<file path="config.mk">
export PLATFORM = sky130hd
export DESIGN_NAME = xlat_walker
export DESIGN_NICKNAME = d
export VERILOG_FILES = /design/src/rtl/xlat_pkg.sv /design/src/rtl/xlat_ctrl.sv /design/src/rtl/xlat_dpath.sv /design/src/rtl/xlat_walker.sv
export SDC_FILE = /design/constraint.sdc
export NUM_CORES = 1
export LEC_CHECK = 0
export BUFFER_PORTS_ARGS = -buffer_cell sky130_fd_sc_hd__buf_2
export CORE_UTILIZATION = 50
export DETAILED_ROUTE_END_ITERATION = 10
export PLACE_DENSITY_LB_ADDON = 0.2
export SYNTH_ARGS = -nofsm -noshare
export SYNTH_HDL_FRONTEND = slang
export SYNTH_SLANG_ARGS = --single-unit
</file>
<file path="constraint.sdc">
create_clock -name clk -period 4.75 [get_ports clk]
set_input_delay 0.475 -clock clk [delete_from_list [all_inputs] [get_ports clk]]
set_output_delay 0.475 -clock clk [all_outputs]
set_load 0.02 [all_outputs]
</file>
<file path="src/rtl/xlat_pkg.sv">
package xlat_pkg;
  localparam int VA_W   = 48;
  localparam int PA_W   = 48;
  localparam int DESC_W = 64;

  typedef enum logic [1:0] {
    KIND_BAD   = 2'd0,
    KIND_BLOCK = 2'd1,
    KIND_PAGE  = 2'd2,
    KIND_TABLE = 2'd3
  } descKind_t;

  typedef enum logic [1:0] {
    FLT_NONE   = 2'd0,
    FLT_XLAT   = 2'd1,
    FLT_ACCESS = 2'd2
  } fault_t;

  // control -> datapath strobes
  typedef struct packed {
    logic start;   // latch a new request
    logic step;    // descend through a table entry
    logic finish;  // capture leaf result or fault
  } strobe_t;
endpackage

</file>
<file path="src/rtl/xlat_ctrl.sv">
module xlat_ctrl
  import xlat_pkg::*;
(
  input  logic      clk,
  input  logic      rstN,
  input  logic      reqValid,
  input  logic      startBad,
  input  logic      memReady,
  input  logic      rspValid,
  input  descKind_t kind,
  output strobe_t   strb,
  output logic      reqReady,
  output logic      memValid,
  output logic      doneValid
);
  typedef enum logic [1:0] {S_IDLE, S_ISSUE, S_WAIT, S_DONE} state_t;
  state_t state, stateNxt;

  always_comb begin
    strb     = '0;
    stateNxt = state;
    unique case (state)
      S_IDLE: if (reqValid) begin
        strb.start = 1'b1;
        stateNxt   = startBad ? S_DONE : S_ISSUE;
      end
      S_ISSUE: if (memReady) stateNxt = S_WAIT;
      S_WAIT: if (rspValid) begin
        if (kind == KIND_TABLE) begin
          strb.step = 1'b1;
          stateNxt  = S_ISSUE;
        end else begin
          strb.finish = 1'b1;
          stateNxt    = S_DONE;
        end
      end
      S_DONE: stateNxt = S_IDLE;
      default: stateNxt = S_IDLE;
    endcase
  end

  always_ff @(posedge clk or negedge rstN) begin
    if (!rstN) state <= S_IDLE;
    else       state <= stateNxt;
  end

  assign reqReady  = (state == S_IDLE);
  assign memValid  = (state == S_ISSUE);
  assign doneValid = (state == S_DONE);

  AST_DONE_PULSE: assert property (@(posedge clk) disable iff (!rstN)
    doneValid |=> !doneValid);
  AST_READ_HELD: assert property (@(posedge clk) disable iff (!rstN)
    (memValid && !memReady) |=> memValid);
endmodule

</file>
<file path="src/rtl/xlat_dpath.sv">
module xlat_dpath
  import xlat_pkg::*;
#(
  parameter int VAW = VA_W,
  parameter int PAW = PA_W,
  parameter int DW  = DESC_W
) (
  input  logic            clk,
  input  logic            rstN,
  input  strobe_t         strb,
  input  logic [VAW-1:0]  reqVa,
  input  logic [1:0]      reqLevel,
  input  logic [PAW-1:0]  reqBase,
  input  logic            reqGran64,
  input  logic [DW-1:0]   rspData,
  output logic            startBad,
  output descKind_t       kind,
  output logic [PAW-1:0]  memAddr,
  output logic [PAW-1:0]  donePa,
  output logic [4:0]      doneSize,
  output logic [1:0]      doneLevel,
  output logic [1:0]      doneFault,
  output logic            doneXn,
  output logic            donePxn,
  output logic            doneRo,
  output logic            doneUser,
  output logic            doneNs,
  output logic            doneNg,
  output logic [2:0]      doneAttr,
  output logic [1:0]      doneSh,
  output logic            doneContig
);
  logic [VAW-1:0] vaR;
  logic           gran;
  logic [1:0]     lvl;
  logic           xnAcc, pxnAcc, roAcc, noUserAcc, nsAcc;
  logic [4:0]     offW;
  logic [PAW-1:0] lowMask, leafPa, tblBase, nextAddr;
  logic           unusedDesc;

  assign unusedDesc = ^{rspData[58:55], rspData[51:48]};

  // index of level l, already scaled to a byte offset
  function automatic logic [PAW-1:0] idxOffset(input logic [VAW-1:0] va,
                                               input logic [1:0] l,
                                               input logic g64);
    int g, stride, lo;
    logic [VAW-1:0] sh, mask;
    g      = g64 ? 16 : 12;
    stride = g - 3;
    lo     = stride * (3 - int'(l)) + g;
    sh     = va >> lo;
    mask   = ~({VAW{1'b1}} << stride);
    return PAW'(sh & mask) << 3;
  endfunction

  assign startBad = reqGran64 && (reqLevel == 2'd0);

  // descriptor type depends on level and granule
  always_comb begin
    unique case (rspData[1:0])
      2'b01: begin
        if (gran) kind = (lvl == 2'd2) ? KIND_BLOCK : KIND_BAD;
        else      kind = (lvl == 2'd1 || lvl == 2'd2) ? KIND_BLOCK : KIND_BAD;
      end
      2'b11:   kind = (lvl == 2'd3) ? KIND_PAGE : KIND_TABLE;
      default: kind = KIND_BAD;
    endcase
  end

  always_comb begin
    if (gran)                    offW = (kind == KIND_PAGE) ? 5'd16 : 5'd29;
    else if (kind == KIND_PAGE)  offW = 5'd12;
    else                         offW = (lvl == 2'd1) ? 5'd30 : 5'd21;
  end

  assign lowMask  = ~({PAW{1'b1}} << offW);
  assign leafPa   = (rspData[PAW-1:0] & ~lowMask) | (PAW'(vaR) & lowMask);
  assign tblBase  = rspData[PAW-1:0] & ({PAW{1'b1}} << (gran ? 16 : 12));
  assign nextAddr = tblBase | idxOffset(vaR, 2'(lvl + 2'd1), gran);

  always_ff @(posedge clk or negedge rstN) begin
    if (!rstN) begin
      vaR <= '0; gran <= 1'b0; lvl <= 2'd0; memAddr <= '0;
      xnAcc <= 1'b0; pxnAcc <= 1'b0; roAcc <= 1'b0; noUserAcc <= 1'b0; nsAcc <= 1'b0;
      donePa <= '0; doneSize <= '0; doneLevel <= '0; doneFault <= FLT_NONE;
      doneXn <= 1'b0; donePxn <= 1'b0; doneRo <= 1'b0; doneUser <= 1'b0;
      doneNs <= 1'b0; doneNg <= 1'b0; doneAttr <= '0; doneSh <= '0; doneContig <= 1'b0;
    end else begin
      if (strb.start) begin
        vaR       <= reqVa;
        gran      <= reqGran64;
        lvl       <= reqLevel;
        memAddr   <= reqBase | idxOffset(reqVa, reqLevel, reqGran64);
        xnAcc     <= 1'b0;
        pxnAcc    <= 1'b0;
        roAcc     <= 1'b0;
        noUserAcc <= 1'b0;
        nsAcc     <= 1'b0;
        if (startBad) begin
          doneFault <= FLT_XLAT;
          doneLevel <= reqLevel;
        end
      end
      if (strb.step) begin
        lvl       <= 2'(lvl + 2'd1);
        memAddr   <= nextAddr;
        nsAcc     <= nsAcc     | rspData[63];
        roAcc     <= roAcc     | rspData[62];
        noUserAcc <= noUserAcc | rspData[61];
        xnAcc     <= xnAcc     | rspData[60];
        pxnAcc    <= pxnAcc    | rspData[59];
      end
      if (strb.finish) begin
        doneLevel  <= lvl;
        if (kind == KIND_BAD)  doneFault <= FLT_XLAT;
        else if (!rspData[10]) doneFault <= FLT_ACCESS;
        else                   doneFault <= FLT_NONE;
        donePa     <= leafPa;
        doneSize   <= offW;
        doneXn     <= xnAcc  | rspData[54];
        donePxn    <= pxnAcc | rspData[53];
        doneRo     <= roAcc  | rspData[7];
        doneUser   <= rspData[6] & ~noUserAcc;
        doneNs     <= nsAcc  | rspData[5];
        doneNg     <= rspData[11];
        doneAttr   <= rspData[4:2];
        doneSh     <= rspData[9:8];
        doneContig <= rspData[52];
      end
    end
  end

  AST_NO_TABLE_AT_L3: assert property (@(posedge clk) disable iff (!rstN)
    strb.step |-> (lvl != 2'd3));
  AST_SIZE_LEGAL: assert property (@(posedge clk) disable iff (!rstN)
    strb.finish |=> (doneFault != FLT_NONE) || doneSize == 5'd12 || doneSize == 5'd16 ||
                    doneSize == 5'd21 || doneSize == 5'd29 || doneSize == 5'd30);
  AST_LIMIT_STICKY: assert property (@(posedge clk) disable iff (!rstN)
    (!strb.start && xnAcc && roAcc) |=> (xnAcc && roAcc));
  AST_NS_FORCED: assert property (@(posedge clk) disable iff (!rstN)
    (strb.finish && nsAcc) |=> doneNs);
  AST_BAD_START: assert property (@(posedge clk) disable iff (!rstN)
    (strb.start && startBad) |=> (doneFault == FLT_XLAT && doneLevel == 2'd0));
endmodule

</file>
<file path="src/rtl/xlat_walker.sv">
module xlat_walker
  import xlat_pkg::*;
#(
  parameter int VAW = VA_W,
  parameter int PAW = PA_W,
  parameter int DW  = DESC_W
) (
  input  logic           clk,
  input  logic           rstN,
  input  logic           reqValid,
  output logic           reqReady,
  input  logic [VAW-1:0] reqVa,
  input  logic [1:0]     reqLevel,
  input  logic [PAW-1:0] reqBase,
  input  logic           reqGran64,
  output logic           memValid,
  input  logic           memReady,
  output logic [PAW-1:0] memAddr,
  input  logic           rspValid,
  input  logic [DW-1:0]  rspData,
  output logic           doneValid,
  output logic [PAW-1:0] donePa,
  output logic [4:0]     doneSize,
  output logic [1:0]     doneLevel,
  output logic [1:0]     doneFault,
  output logic           doneXn,
  output logic           donePxn,
  output logic           doneRo,
  output logic           doneUser,
  output logic           doneNs,
  output logic           doneNg,
  output logic [2:0]     doneAttr,
  output logic [1:0]     doneSh,
  output logic           doneContig
);
  strobe_t   strb;
  descKind_t kind;
  logic      startBad;

  xlat_ctrl uCtrl (
    .clk, .rstN, .reqValid, .startBad, .memReady, .rspValid, .kind,
    .strb, .reqReady, .memValid, .doneValid
  );

  xlat_dpath #(.VAW(VAW), .PAW(PAW), .DW(DW)) uDp (
    .clk, .rstN, .strb, .reqVa, .reqLevel, .reqBase, .reqGran64, .rspData,
    .startBad, .kind, .memAddr, .donePa, .doneSize, .doneLevel, .doneFault,
    .doneXn, .donePxn, .doneRo, .doneUser, .doneNs, .doneNg, .doneAttr,
    .doneSh, .doneContig
  );

  AST_ADDR_HELD: assert property (@(posedge clk) disable iff (!rstN)
    (memValid && !memReady) |=> $stable(memAddr));
endmodule

</file>
== Word level (Yosys, flattened, before mapping) ==
Index checks and enable logic that the tools add are counted.
Word-level totals
  word-level logic and storage cells: 125
  output and inout port bits: 120
  register bits after elaboration: 175
  input port bits: 168
Operators by class
  add/subtract/negate cells: 7
  multiplexer cells: 41
  reductions and logical operators: 10
  eq/ne operators: 13
  shift-type cells: 6
  multiply operators: 2
  bitwise logic cells: 23
Operators with widths (number)
  $and 48x48->48: 3
  $or 48x48->48: 3
  $mux 48: 2
  $not 48->48: 2
  $shl 48x32->45 const A: 2
  $shr 48x32->45: 2
  $and 45x45->45: 2
  $not 45->45: 2
  $add 32x32->32: 2
  $mul 32x32->32: 2
  $sub 32x3->32 const B: 2
  $shl 48x32->48 const A: 1
  $shl 48x5->48 const A: 1
  $mux 2: 18
  $mux 5: 4
  $eq 2x2->1 const B: 7
  $mux 1: 13
  $or 1x1->1: 9
  $mux 4: 2
  $pmux 2 s4: 1
  $eq 2x1->1 const B: 3
  $logic_not 2->1: 3
  $reduce_bool 2->1: 3
  $sub 2x2->3 const A: 2
  10 further kinds: 11

== Depth between registers and ports, before layout ==
  word-level depth: 13
  depth in mapped cells: 16
  mapped depth without buffers: 11

== Hierarchy ==
A second synthesis with hierarchy kept.
Unflattened totals
  cell total of the unflattened synthesis: 1258
  area total of the unflattened synthesis: 12263.0 um2
Modules (own cells, without submodules)
  xlat_dpath: sequential area each 4329.2 um2, cells each 1236, times used 1, area an instance 12100.4 um2
  xlat_ctrl: sequential area each 50.0 um2, cells each 22, times used 1, area an instance 162.7 um2

== Least setup slack after synthesis ==
Ideal clock, no wire load.
  kind: reg2reg
  start: reg uDp.lvl[0]
  end: reg uDp.memAddr[4]
  data required time: 4.619 ns
  data arrival time: 4.416 ns
  path buffers: 5
  period minus slack after synthesis: 4.547 ns
  library setup time: 0.131 ns
  setup slack: 0.203 ns
  stages on the path, launching flop included: 16
  cells stage by stage: dfrtp_1 clkinv_1 clkbuf_1 clkbuf_1 ha_1 buf_4 buf_4 buf_2 and3_1 fa_1 fa_1 xnor2_1 nor3_1 a32o_1 o32ai_1 o21ai_1
Between the ends
  word-level cells in the longest chain between the ends: 10
  elaborated cells on any way between the ends: 22
  those cells by class: add/sub (3); mul (1); eq/ne (4); shift (1); mux (9); bitwise (2); reduce/logical (2)
RTL lines
  from (decl): RTL line xlat_dpath.sv:35  | logic [1:0] lvl;
  from (signal assigned): RTL line xlat_dpath.sv:93  | lvl <= reqLevel;
  from (signal assigned): RTL line xlat_dpath.sv:106  | lvl <= 2'(lvl + 2'd1);
  parallel branches: the longest is 10 deep, another holds $mul 32x32->32
  to (signal assigned): RTL line xlat_dpath.sv:94  | memAddr <= reqBase | idxOffset(reqVa, reqLevel, reqGran64);
  to (signal assigned): RTL line xlat_dpath.sv:107  | memAddr <= nextAddr;
  to (decl): RTL line xlat_dpath.sv:18  | output logic [PAW-1:0] memAddr,
Several ways; the timed one is not identified.
A chain may end at the register's enable or synchronous reset.

== Worst setup path after layout ==
  start: in reqGran64
  end: reg uDp.memAddr[4]
Between the ends
  word-level cells in the longest chain between the ends: 9
  elaborated cells on any way between the ends: 11
  those cells by class: add/sub (2); mul (1); shift (2); mux (3); bitwise (3)
RTL lines
  from (decl): RTL line xlat_walker.sv:15  | input logic reqGran64,
  $mux 5 *: RTL line xlat_dpath.sv:49  | g = g64 ? 16 : 12;
  $sub 32x3->32: RTL line xlat_dpath.sv:50  | stride = g - 3;
  $mul 32x32->32: RTL line xlat_dpath.sv:51  | lo = stride * (3 - int'(l)) + g;
  $add 32x32->32: RTL line xlat_dpath.sv:51
  $shr 48x32->45: RTL line xlat_dpath.sv:52  | sh = va >> lo;
  $and 45x45->45 *: RTL line xlat_dpath.sv:54  | return PAW'(sh & mask) << 3;
  $or 48x48->48 *: RTL line xlat_dpath.sv:94
  $mux 48 *: RTL line xlat_dpath.sv:90  | if (strb.start) begin
  $mux 48 *: RTL line xlat_dpath.sv:105  | if (strb.step) begin
Every way passes the cells marked *; elsewhere a longest branch is shown, timed or not. The select of a mux whose other input is x is not followed.

==> metrics.md <==
| Metric | Value |
|---|---|
| Port Buf Inserts | 279 |
| Final Hold Fails | 0 |
| Cell count after synthesis | 1478 |
| Post-CTS Setup Inserts | 0 |
| Post_cts resized | 0 |
| CP max-delay cell | fa_1 |
| Crit path kind | primary input to flip-flop |
| Final Cycle Share | 0.801 |
| Initial antenna violation count | 2 |
| Number of DRC markers in iteration 0 | 1518 |
| Worst-path clk slew | 0.08 ns |
| Critical Path AT | 4.12 ns |
| Via density | roughly 6.3 |
| RSZ-0062 raised after global routing | false |
| CP Max Fanout | 21 |
| Routed length per placed instance | around 24 um |
| Clock Tree Root | clkbuf_16 |
| DRT Wirelength | around 48 mm |
| Internal cell power | 5.30 mW |
| Max Slew Vio Count | 0 |
| Clock network power share | 0.129 |
| Largest stage delay, worst path | roughly 0.92 ns |
| Register area share after synthesis | 0.358 |
| Avg Cell Area, Syn | 8.28 um2 |
| Share of layout cells above drive strength 1 | 0.242 |
| Finish-stage setup viols | 0 |
| Total power | between 10 and 15 mW |
| Critical Path RT | 5.06 ns |
| Number of fill cells | 2161 |
| Overflow after GRT | 0 |
| Max_cap viols | 0 |
| Fmax | ~260 MHz |
| Starting Density | 0.515 |
| Synth Warn # | 0 |
| Sequential share of power | 0.253 |
| Gr usage total | 0.381 |
| Area of the core | 23800 um2 |
| Status | complete, no violations |
| Die W | 158 um |
| Crit-path cells | buf_2 -> and2b_1 -> ha_1 -> fa_1 -> fa_1 -> buf_4 -> nor2_1 -> and4_1 -> a32o_1 -> o32ai_1 -> o21ai_1 |
| Critical Path End Type | flip-flop |
| Number of synthesized register bits | 175 |
| Post-route antenna net violation count | 0 |
| HPWL after detailed placement | approximately 36 mm |
| Crit-path leading delay family | adder cells |
| Vias in the first global route | 11.5k |
| Actual slew at the worst max-slew pin | 1.04 ns |
| Worst-skew pair later-pin latency | approximately 0.44 ns |
| Pwr dens | 763 nW/um2 |
| Leakage | 7.00 nW |
| Clock Skews | between 0.01 and 0.015 ns |
| Fin crit period | 3.81 ns |
| Largest net degree at the start of global routing | 110 |
| DRT Pass-1 Iters | 6 |
| Post-synth EDFFs | 0 |
| Logic gate share of total power | 0.618 |
| CP Buf/Inv Count | 2 |
| NetSw | 5.61 mW |
| DRC violations left | 0 |
| CTS max path bufs | 2 |
| Post-Syn Area | 12200 um2 |
| Setup tns final | 0 ns |
| Netlist cell types | 82 |
| DR vias | 12.8k |
| Row cnt | 56 |
| Layout area overhead | 16.8% |
| Switching share of power | 0.514 |
| Min-delay worst type | primary input to async pin |
| Die extent in y | 158 um |
| Worst IR drop on VDD | 0.637 mV |
| Quantity of hold-fixing buffers added after cts | 0 |
| Top Ports | 288 |
| Die area | 25100 um2 |
| Cts bufs inserted | 17 |
| CTS tree | built |
| Async SR Flop Fraction | 1.00 |
| Post-layout nets | 1872 |
| H-tree depth | 4 |
| First-pass GRT wire length | 70.5 mm |
| Placer congestion estimate | 0.988 |
| CP Launch Type | primary input |
| Slew margin rel. | 0.308 |
| Main synth FF type | dfrtp_1 |
| Clk sinks | 175 |
| Most common cell on crit path | fa_1 |
==> worst register-to-register path, cell delays in order, from the launching register on <==
cell	delay, ns
dfrtp_1	0.44
clkinv_1	0.12
ha_2	0.33
and3_1	0.20
fa_1	0.50
fa_1	0.52
xnor2_1	0.15
buf_4	0.19
nor3_1	0.65
o2111ai_1	0.24
and3_1	0.22
a31oi_1	0.15
==> per-layer routing <==
metal  GRT usage  part of all wire  vias to the layer above
met1       0.528              0.41                     6099
met4       0.156             0.035                        0
met3      0.0743              0.11                      117
li1            -                 -                     5729
met2       0.581              0.44                      830
met5           0                 0                        -
==> Yosys cell counts, types with 10 or more instances <==
| master | n | area, um2 |
|---|---|---|
| o221ai_1 | 12 | 105 |
| nor3_1 | 12 | 60.1 |
| a21oi_1 | 56 | 280 |
| buf_2 | 35 | 175 |
| nor2_1 | 99 | 372 |
| a211oi_1 | 18 | 135 |
| nand2b_1 | 14 | 87.6 |
| o2111ai_1 | 14 | 123 |
| mux4_2 | 21 | 473 |
| mux2_2 | 37 | 417 |
| inv_1 | 10 | 37.5 |
| nand3_1 | 19 | 95.1 |
| a31oi_1 | 16 | 100 |
| clkbuf_1 | 46 | 173 |
| buf_1 | 10 | 37.5 |
| mux2i_1 | 97 | 971 |
| nor2b_1 | 10 | 62.6 |
| o21ai_0 | 82 | 410 |
| a22oi_1 | 46 | 345 |
| o211ai_1 | 23 | 173 |
| o22ai_1 | 11 | 68.8 |
| and2_1 | 12 | 75.1 |
| dfrtp_1 | 175 | 4380 |
| nand2_1 | 447 | 1680 |
==> cells by family (layout without fill, tap and decap cells) <==
group	after synthesis	in the layout	synth area share
adders and majority gates	12	12	0.0147
xor gates and xnor gates	4	4	0.00286
muxes	159	159	0.157
and+or+nand+nor	652	652	0.222
DFF	175	175	0.358
other	1	4	0.000306
buffers and inverters	122	347	0.0511
AOI/OAI and AO/OA	353	353	0.195
==> final timing paths <==
kind                             start               to  slack (ns)  cells past startpoint
max                          reqGran64   uDp.memAddr[4]        0.94                     11
min                               rstN  uDp.doneAttr[2]        0.03                      1
max reg2reg                 uDp.lvl[0]   uDp.memAddr[3]        0.98                     11
min reg2reg                uDp.donePxn      uDp.donePxn        0.47                      2
max in group asynchronous         rstN   uCtrl.state[0]        3.70                      2
min in group clk            rspData[4]  uDp.doneAttr[2]        0.23                      3
==> final cells by class <==
class / instances / area [um2] / area share
flip-flops and latches: 175 / 4380 / 0.306
clock inverters: 12 / 128 / 0.00893
diodes: 2 / 5.00 / 0.000350
clock buffers: 19 / 443 / 0.0310
repair buffers: 304 / 1620 / 0.113
inverters: 12 / 45.0 / 0.00315
multi-input cells: 1182 / 7280 / 0.509
well taps: 319 / 399 / 0.0279
==> sequential cells by signal, indices dropped and copies added (netlist names) <==
signal / flops
uDp.doneXn: 1
uDp.doneFault: 2
uDp.doneNs: 1
uDp.pxnAcc: 1
uDp.doneAttr: 3
uDp.donePa: 48
uDp.noUserAcc: 1
uDp.lvl: 2
uDp.doneSh: 2
uDp.doneNg: 1
uDp.doneRo: 1
uDp.gran: 1
uDp.memAddr: 48
uDp.doneLevel: 2
uDp.vaR: 48
uDp.doneUser: 1
uDp.nsAcc: 1
uDp.xnAcc: 1
uDp.roAcc: 1
uDp.doneSize: 5
uDp.donePxn: 1
uDp.doneContig: 1
uCtrl.state: 2
==> cell usage in the layout, fill, tap and decap left out, types with 6 or more instances in the layout <==
master     count
nand2b_1      14
ha_1           7
dfrtp_1      175
and2_1        11
and3_1         6
nor2b_1       10
buf_2        277
a31oi_1       16
o221ai_1      12
nand4_1        8
mux2_2        37
o21ai_0       82
buf_4         24
a21oi_1       56
o21a_1         7
mux4_2        21
a211oi_1      18
a32oi_1        6
nand3_1       19
mux2i_1       97
clkbuf_16     17
o211ai_1      23
inv_1         10
a22oi_1       46
nand2_1      446
o22ai_1       11
o2111ai_1     14
nor2_1        97
nor3_1        11
==> metrics by stage <==
step | util | cell area [um2] | setup slack (ns) | hold WS [ns] | std cells
final | 0.602 | 14300 | 0.944 | 0.0279 | 2025
after CTS | 0.602 | 14300 | 1.03 | 0.0408 | 2023
after detailed placement | 0.578 | 13700 | 0.592 | 0.452 | 1992
after global routing | 0.602 | 14300 | 0.755 | 0.0742 | 2025
after global placement | 0.578 | 13700 | 0.673 | 0.446 | 1992
after floorplan | - | 12200 | 0.203 | 0.179 | 1479
==> power by group through the flow <==
stage	Combinational, mW	Sequential [mW]	Clock [mW]
after floorplan	3.97	3.17	0
after global placement	6.58	2.74	0
after detailed placement	6.57	2.77	0
after CTS	6.60	2.74	1.43
after global routing	7.27	2.83	1.48
final	6.74	2.76	1.41
Power figures use the tool's default switching activity.
